File: src/rtl/irc_pkg.sv
package irc_pkg;
  localparam int DW    = 32;
  localparam int AW    = 8;
  localparam int BASE0 = 'h00;
  localparam int BASE1 = 'h9C;
  localparam int NREG  = 5;   // per-bank registers before control

  typedef enum logic [2:0] {
    RG_IVIEW = 3'd0,
    RG_EN    = 3'd1,
    RG_ROUTE = 3'd2,
    RG_FVIEW = 3'd3,
    RG_RAW   = 3'd4,
    RG_CTRL  = 3'd5,
    RG_NONE  = 3'd7
  } reg_e;

  typedef struct packed {
    logic       hit;
    logic       bank;
    reg_e       sel;
  } dec_t;

  // Byte offset to register selector; unaligned or unlisted offsets miss.
  function automatic dec_t decode(input logic [AW-1:0] a);
    dec_t d;
    int   off;
    d   = '{hit: 1'b0, bank: 1'b0, sel: RG_NONE};
    off = int'(a);
    if (a[1:0] == 2'b00) begin
      if (off <= BASE0 + 4*NREG) begin
        d.hit = 1'b1;
        d.sel = reg_e'(3'((off - BASE0) >> 2));
      end else if (off >= BASE1 && off < BASE1 + 4*NREG) begin
        d.hit  = 1'b1;
        d.bank = 1'b1;
        d.sel  = reg_e'(3'((off - BASE1) >> 2));
      end
    end
    return d;
  endfunction

  // Filtered pending view: routed-to-fast or routed-to-normal.
  function automatic logic [DW-1:0] pend_view(input logic [DW-1:0] pend,
                                               input logic [DW-1:0] en,
                                               input logic [DW-1:0] route,
                                               input logic fast);
    return pend & en & (fast ? route : ~route);
  endfunction

  // Wake candidate bits under the chosen idle policy.
  function automatic logic [DW-1:0] wake_bits(input logic [DW-1:0] pend,
                                               input logic [DW-1:0] en,
                                               input logic all_lines);
    return pend & (en | {DW{all_lines}});
  endfunction
endpackage

File: src/rtl/irc_bank.sv
module irc_bank #(
  parameter int W = 32
) (
  input  logic         clk,
  input  logic         rst_n,
  input  logic [W-1:0] line_i,
  input  logic         en_we_i,
  input  logic         route_we_i,
  input  logic [W-1:0] wdata_i,
  input  logic         all_lines_i,
  output logic [W-1:0] pend_o,
  output logic [W-1:0] en_o,
  output logic [W-1:0] route_o,
  output logic         fast_hit_o,
  output logic         norm_hit_o,
  output logic         wake_hit_o
);
  import irc_pkg::*;

  logic [W-1:0] pend_q, en_q, route_q;

  always_ff @(posedge clk or negedge rst_n) begin
    if (!rst_n) begin
      pend_q  <= '0;
      en_q    <= '0;
      route_q <= '0;
    end else begin
      pend_q <= line_i;
      if (en_we_i)    en_q    <= wdata_i;
      if (route_we_i) route_q <= wdata_i;
    end
  end

  logic [DW-1:0] pend_x, en_x, route_x;
  assign pend_x  = DW'(pend_q);
  assign en_x    = DW'(en_q);
  assign route_x = DW'(route_q);

  assign fast_hit_o = |pend_view(pend_x, en_x, route_x, 1'b1);
  assign norm_hit_o = |pend_view(pend_x, en_x, route_x, 1'b0);
  assign wake_hit_o = |wake_bits(pend_x, en_x, all_lines_i);

  assign pend_o  = pend_q;
  assign en_o    = en_q;
  assign route_o = route_q;

  AST_PEND_TRACK: assert property (@(posedge clk) disable iff (!rst_n)
    $past(rst_n) |-> pend_q == $past(line_i));
  AST_EN_WRITE: assert property (@(posedge clk) disable iff (!rst_n)
    $past(rst_n) && $past(en_we_i) |-> en_q == $past(wdata_i));
  AST_EN_HOLD: assert property (@(posedge clk) disable iff (!rst_n)
    $past(rst_n) && !$past(en_we_i) |-> $stable(en_q));
  AST_ROUTE_HOLD: assert property (@(posedge clk) disable iff (!rst_n)
    $past(rst_n) && !$past(route_we_i) |-> $stable(route_q));
endmodule

File: src/rtl/irq_route_ctrl.sv
module irq_route_ctrl #(
  parameter int NSRC = 40
) (
  input  logic            clk,
  input  logic            rst_n,
  input  logic [NSRC-1:0] line_i,
  input  logic            halted_i,
  input  logic            wr_en_i,
  input  logic [7:0]      addr_i,
  input  logic [31:0]     wr_data_i,
  output logic [31:0]     rd_data_o,
  output logic            fiq_o,
  output logic            irq_o,
  output logic            wake_o,
  output logic [NSRC-1:0] masked_pend_o,
  output logic [NSRC-1:0] route_o
);
  import irc_pkg::*;

  localparam int NBANK = 2;

  dec_t dec;
  assign dec = decode(addr_i);

  logic idle_lim_q;
  logic all_lines;
  assign all_lines = ~idle_lim_q;

  logic [DW-1:0] b_pend [NBANK];
  logic [DW-1:0] b_en   [NBANK];
  logic [DW-1:0] b_route[NBANK];
  logic [NBANK-1:0] fast_hit, norm_hit, wake_hit;
  logic [NSRC-1:0] pend_all, en_all, route_all;

  for (genvar b = 0; b < NBANK; b++) begin : g_bank
    localparam int LO = b * DW;
    localparam int W  = (b == 0) ? DW : NSRC - DW;
    logic [W-1:0] pend_w, en_w, route_w;
    logic en_we, route_we;
    assign en_we    = wr_en_i && dec.hit && dec.bank == 1'(b) && dec.sel == RG_EN;
    assign route_we = wr_en_i && dec.hit && dec.bank == 1'(b) && dec.sel == RG_ROUTE;

    irc_bank #(.W(W)) u_bank (
      .clk        (clk),
      .rst_n      (rst_n),
      .line_i     (line_i[LO +: W]),
      .en_we_i    (en_we),
      .route_we_i (route_we),
      .wdata_i    (wr_data_i[W-1:0]),
      .all_lines_i(all_lines),
      .pend_o     (pend_w),
      .en_o       (en_w),
      .route_o    (route_w),
      .fast_hit_o (fast_hit[b]),
      .norm_hit_o (norm_hit[b]),
      .wake_hit_o (wake_hit[b])
    );

    assign b_pend[b]  = DW'(pend_w);
    assign b_en[b]    = DW'(en_w);
    assign b_route[b] = DW'(route_w);
    assign pend_all[LO +: W]  = pend_w;
    assign en_all[LO +: W]    = en_w;
    assign route_all[LO +: W] = route_w;
  end

  always_ff @(posedge clk or negedge rst_n) begin
    if (!rst_n) begin
      idle_lim_q <= 1'b0;
      fiq_o      <= 1'b0;
      irq_o      <= 1'b0;
      wake_o     <= 1'b0;
    end else begin
      if (wr_en_i && dec.hit && dec.sel == RG_CTRL) idle_lim_q <= wr_data_i[0];
      fiq_o  <= |fast_hit;
      irq_o  <= |norm_hit;
      wake_o <= halted_i && (|wake_hit);
    end
  end

  always_comb begin
    rd_data_o = '0;
    if (dec.hit) begin
      case (dec.sel)
        RG_IVIEW: rd_data_o = pend_view(b_pend[dec.bank], b_en[dec.bank], b_route[dec.bank], 1'b0);
        RG_FVIEW: rd_data_o = pend_view(b_pend[dec.bank], b_en[dec.bank], b_route[dec.bank], 1'b1);
        RG_EN:    rd_data_o = b_en[dec.bank];
        RG_ROUTE: rd_data_o = b_route[dec.bank];
        RG_RAW:   rd_data_o = b_pend[dec.bank];
        RG_CTRL:  rd_data_o = {31'd0, idle_lim_q};
        default:  rd_data_o = '0;
      endcase
    end
  end

  assign masked_pend_o = pend_all & en_all;
  assign route_o       = route_all;

  // Named events for the checks below.
  logic fast_cause, norm_cause, b1_read;
  assign fast_cause = |(pend_all & en_all & route_all);
  assign norm_cause = |(pend_all & en_all & ~route_all);
  assign b1_read    = dec.hit && dec.bank;

  AST_FIQ_CAUSE: assert property (@(posedge clk) disable iff (!rst_n)
    $past(rst_n) |-> fiq_o == $past(fast_cause));
  AST_IRQ_CAUSE: assert property (@(posedge clk) disable iff (!rst_n)
    $past(rst_n) |-> irq_o == $past(norm_cause));
  AST_WAKE_HALTED: assert property (@(posedge clk) disable iff (!rst_n)
    $past(rst_n) && wake_o |-> $past(halted_i));
  AST_UNMAPPED_ZERO: assert property (@(posedge clk) disable iff (!rst_n)
    !dec.hit |-> rd_data_o == '0);
  AST_B1_UPPER_ZERO: assert property (@(posedge clk) disable iff (!rst_n)
    b1_read |-> rd_data_o[31:8] == '0);
  AST_EXPORT_SUBSET: assert property (@(posedge clk) disable iff (!rst_n)
    (masked_pend_o & ~pend_all) == '0);
endmodule

File: config.mk
export PLATFORM = sky130hd
export DESIGN_NAME = irq_route_ctrl
export DESIGN_NICKNAME = d
export VERILOG_FILES = /design/src/rtl/irc_pkg.sv /design/src/rtl/irc_bank.sv /design/src/rtl/irq_route_ctrl.sv
export SDC_FILE = /design/constraint.sdc
export NUM_CORES = 1
export LEC_CHECK = 0
export BUFFER_PORTS_ARGS = -buffer_cell sky130_fd_sc_hd__buf_2
export CORE_ASPECT_RATIO = 0.7
export CORE_MARGIN = 2
export CORE_UTILIZATION = 30
export DETAILED_ROUTE_END_ITERATION = 8
export PLACE_DENSITY = 0.51
export SETUP_SLACK_MARGIN = 0.4
export SYNTH_ARGS = -nofsm -noshare
export SYNTH_HDL_FRONTEND = slang
export SYNTH_SLANG_ARGS = --single-unit
File: constraint.sdc
create_clock -name clk -period 4.2 [get_ports clk]
set_input_delay 0.84 -clock clk [delete_from_list [all_inputs] [get_ports clk]]
set_output_delay 0.84 -clock clk [all_outputs]
set_load 0.01 [all_outputs]
==> flow_summary_export.csv <==
group,metric,value,unit
run_status,status,"finished, final reports clean",
place,place_hpwl,21900,um
setup_path,crit_family,"simple AND/OR/NAND/NOR gates",
setup_path,worst-path-buf-inv,3,
grt,track_usage,23.9,%
power,pwr-share-comb,13.7,%
logic_synthesis,yosys_warnings,0,
logic_synthesis,ys_types,62,
floorplan,io_pins,199,
floorplan,die_height,131,um
grt,grt_pass1_wl,41400,um
routing,first_pass_iters,5,
layout,diodes,0,
floorplan,rows,46,
layout,fin_util,41.9,%
floorplan,coreArea,22600,um^2
power,peakVddDrop,0.312,mV
cts,cts_tree,"yes",
logic_synthesis,synthArstFlopShare,100,%
logic_synthesis,synth_top_area_share,45.1,%
power,power_frac_seq,41.9,%
timing,fin_skew,18.3,ps
place,placed_area,8450,um^2
place,portBuffers,198,
logic_synthesis,syn_inst,687,
power,power.leakage,5.01,nW
min_path,hold_path.class,"in -> reg",
grt,grt_overflow,0,
setup_path,path_max_fanout,10,
timing,post-route-min-period,3820,ps
routing,drc,0,
cts,htreeDepth,4,
power,switchingPower,960,uW
grt,antenna_found_initial,1,
logic_synthesis,synthTopCellsByArea,"dfrtp_1 (45%), mux2_2 (13%), nand2_1 (5.3%)",
routing,via_per_inst,5.40,
power,powerDensity,353,nW/um^2
layout,drive_gt1_share,42.9,%
timing,slew_headroom,42.5,%
place,place_congestion,0.923,
setup_path,critPathKind,"in -> out",
timing,finalSetupViolations,0,
cts,cts_buffer_depth,2,
logic_synthesis,synth.avg_cell_area,10.0,um^2
cts,cts.sinks,124,
layout,area_delta_synth_final,37.7,%
flow_run,cap_violations,0,
logic_synthesis,yosysSeqAreaShare,45.1,%
cts,numCtsBuffers,17,
setup_path,max_stage_delay,530,ps
setup_path,crit_chain,"buf_2 -> or3_4 -> or4_4 -> o22ai_4 -> nor3_4 -> buf_12 -> xor2_1 -> o311ai_2 -> buf_2",
logic_synthesis,netlist_top_cells_count,"dfrtp_1 (124), nand2_1 (97), mux2_2 (81), inv_1 (48), o21ai_0 (34)",
timing,period_share,91.1,%
grt,grt_pass1_vias,6388,
routing,dr_total_vias,6675,
power,power,3.34,mW
setup_path,end_kind,"output pin",
routing,drt-total-wl,29200,um
cts,clkTransAtPathRegs,60,ps
cts,hold_buffers,0,
timing,fin_tns_setup,0,ps
layout,final_nets,999,
cts,clk_latency,440,ps
power,power_switching_share,28.7,%
logic_synthesis,syn-cell-area,6880,um^2
setup_path,critPathMostFrequentCell,"buf_2",
setup_path,startpoint_type,"input port",
setup_path,critPathSlowestCell,"or4_4",
logic_synthesis,synthesis.nets,774,
timing,fmax,261,MHz
power,clock_power_share,44.5,%
power,intPower,2.38,mW
floorplan,start_util,30.5,%
logic_synthesis,ys_ff_latch,124,
layout,post-route-cell-area,9460,um^2
routing,postRouteAntennaNets,0,
floorplan,die_width,185,um
setup_path,required,3360,ps
floorplan,dieArea,24200,um^2
grt,grt_start_max_net_pins,65,
routing,drtIter0Drc,671,
logic_synthesis,synthMostInstantiatedCell,"dfrtp_1",
routing,detail_route.wl_per_cell,23.6,um
logic_synthesis,synth-main-ff-cell,"dfrtp_1",
timing,grt_setup_unrepaired,"yes",
timing,final-max-slew-violation-count,0,
logic_synthesis,synth-edff-count,0,
timing,finalHoldViolCount,0,
setup_path,cp.arrival,2980,ps
cts,root_buffer,"clkbuf_16",
logic_synthesis,yosys.area.top_type,"dfrtp_1",
timing,worstMarginPinSlew,863,ps
## path summary, 6_finish.rpt
kind,slack [ps],cells past startpoint,startpoint,to
worst max-delay path,380,9,addr_i[6],rd_data_o[25]
worst min-delay path,500,1,line_i[22],g_bank[0].u_bank.pend_o[22]
worst max register to register,1920,5,g_bank[0].u_bank.pend_o[28],irq_o
worst min register to register,530,1,g_bank[0].u_bank.en_o[9],g_bank[0].u_bank.en_o[9]
max in group asynchronous,2850,2,rst_n,g_bank[0].u_bank.route_o[9]
min in group asynchronous,510,1,rst_n,g_bank[0].u_bank.pend_o[11]
## cells by family (layout without fill, tap and decap cells)
logic type / Yosys count / in the layout / share of synthesized area, %
xor gates and xnor gates: 24 / 24 / 3.06
DFF: 124 / 124 / 45.1
adders and majority gates: 3 / 3 / 0.546
and+or+nand+nor: 195 / 195 / 14.3
AOI/OAI and AO/OA: 175 / 175 / 17.9
muxes: 88 / 88 / 14.3
buffers and inverters: 78 / 316 / 4.71
## routing by layer
metal	vias to the layer above	GRT usage (%)	part of all wire (%)
met2	310	33.7	42
li1	2990	-	-
met1	3335	34.9	47
met3	40	7.82	9.8
met5	-	0	0
met4	0	6.58	1.9
## sequential cells by signal, summed over array words and instances (netlist names)
| signal | flops |
|---|---|
| g_bank.u_bank.en_o | 40 |
| g_bank.u_bank.pend_o | 40 |
| g_bank.u_bank.route_o | 40 |
| idle_lim_q | 1 |
| wake_o | 1 |
| irq_o | 1 |
| fiq_o | 1 |
## power groups by stage
| stage | clock network (mW) | logic [mW] | registers [mW] |
|---|---|---|---|
| 4_1_cts | 1.51 | 0.426 | 1.39 |
| 3_3_place_gp | 0 | 0.415 | 1.42 |
| 3_5_place_dp | 0 | 0.417 | 1.41 |
| 2_1_floorplan | 0 | 0.208 | 1.38 |
| 5_1_grt | 1.57 | 0.496 | 1.41 |
| 6_report | 1.49 | 0.458 | 1.40 |
## repair_timing
item | in CTS | in global routing
cloned | 0 | 5
hold endpoints to repair | 0 | 0
endpoints found under the setup margin | 18 | 32
pin swaps | 5 | 10
setup buffers | 2 | 7
gates resized for setup | 26 | 42
## layout by cell type, fill, tap and decap left out, drive strengths merged, types with 9 or more instances in the layout
cell / instances
buf: 233
a21o: 15
and3: 20
o22ai: 25
o21ai: 34
nor3: 9
a22oi: 18
a21oi: 24
xor2: 10
clkbuf: 22
mux2: 82
xnor2: 14
inv: 50
o211ai: 10
nand4: 13
dfrtp: 124
o311ai: 10
nand2: 97
nor4: 16
## area by class of cell
| class | count | area (um^2) |
|---|---|---|
| Fill cell | 2263 | 13100 |
| Tap cell | 312 | 390 |
| Multi-Input combinational cell | 485 | 3750 |
| Sequential cell | 124 | 3100 |
| Timing Repair Buffer | 236 | 1450 |
| Clock buffer | 19 | 453 |
| Inverter | 48 | 183 |
| Clock inverter | 13 | 140 |
## metrics by stage
step,hold WS (ps),instances,setup slack (ps)
floorplan,494,687,405
global placement,512,1191,52.8
finish,504,1237,376
CTS,492,1225,368
detailed placement,516,1191,-1.47
global route,486,1237,319
Power figures use the tool's default switching activity.
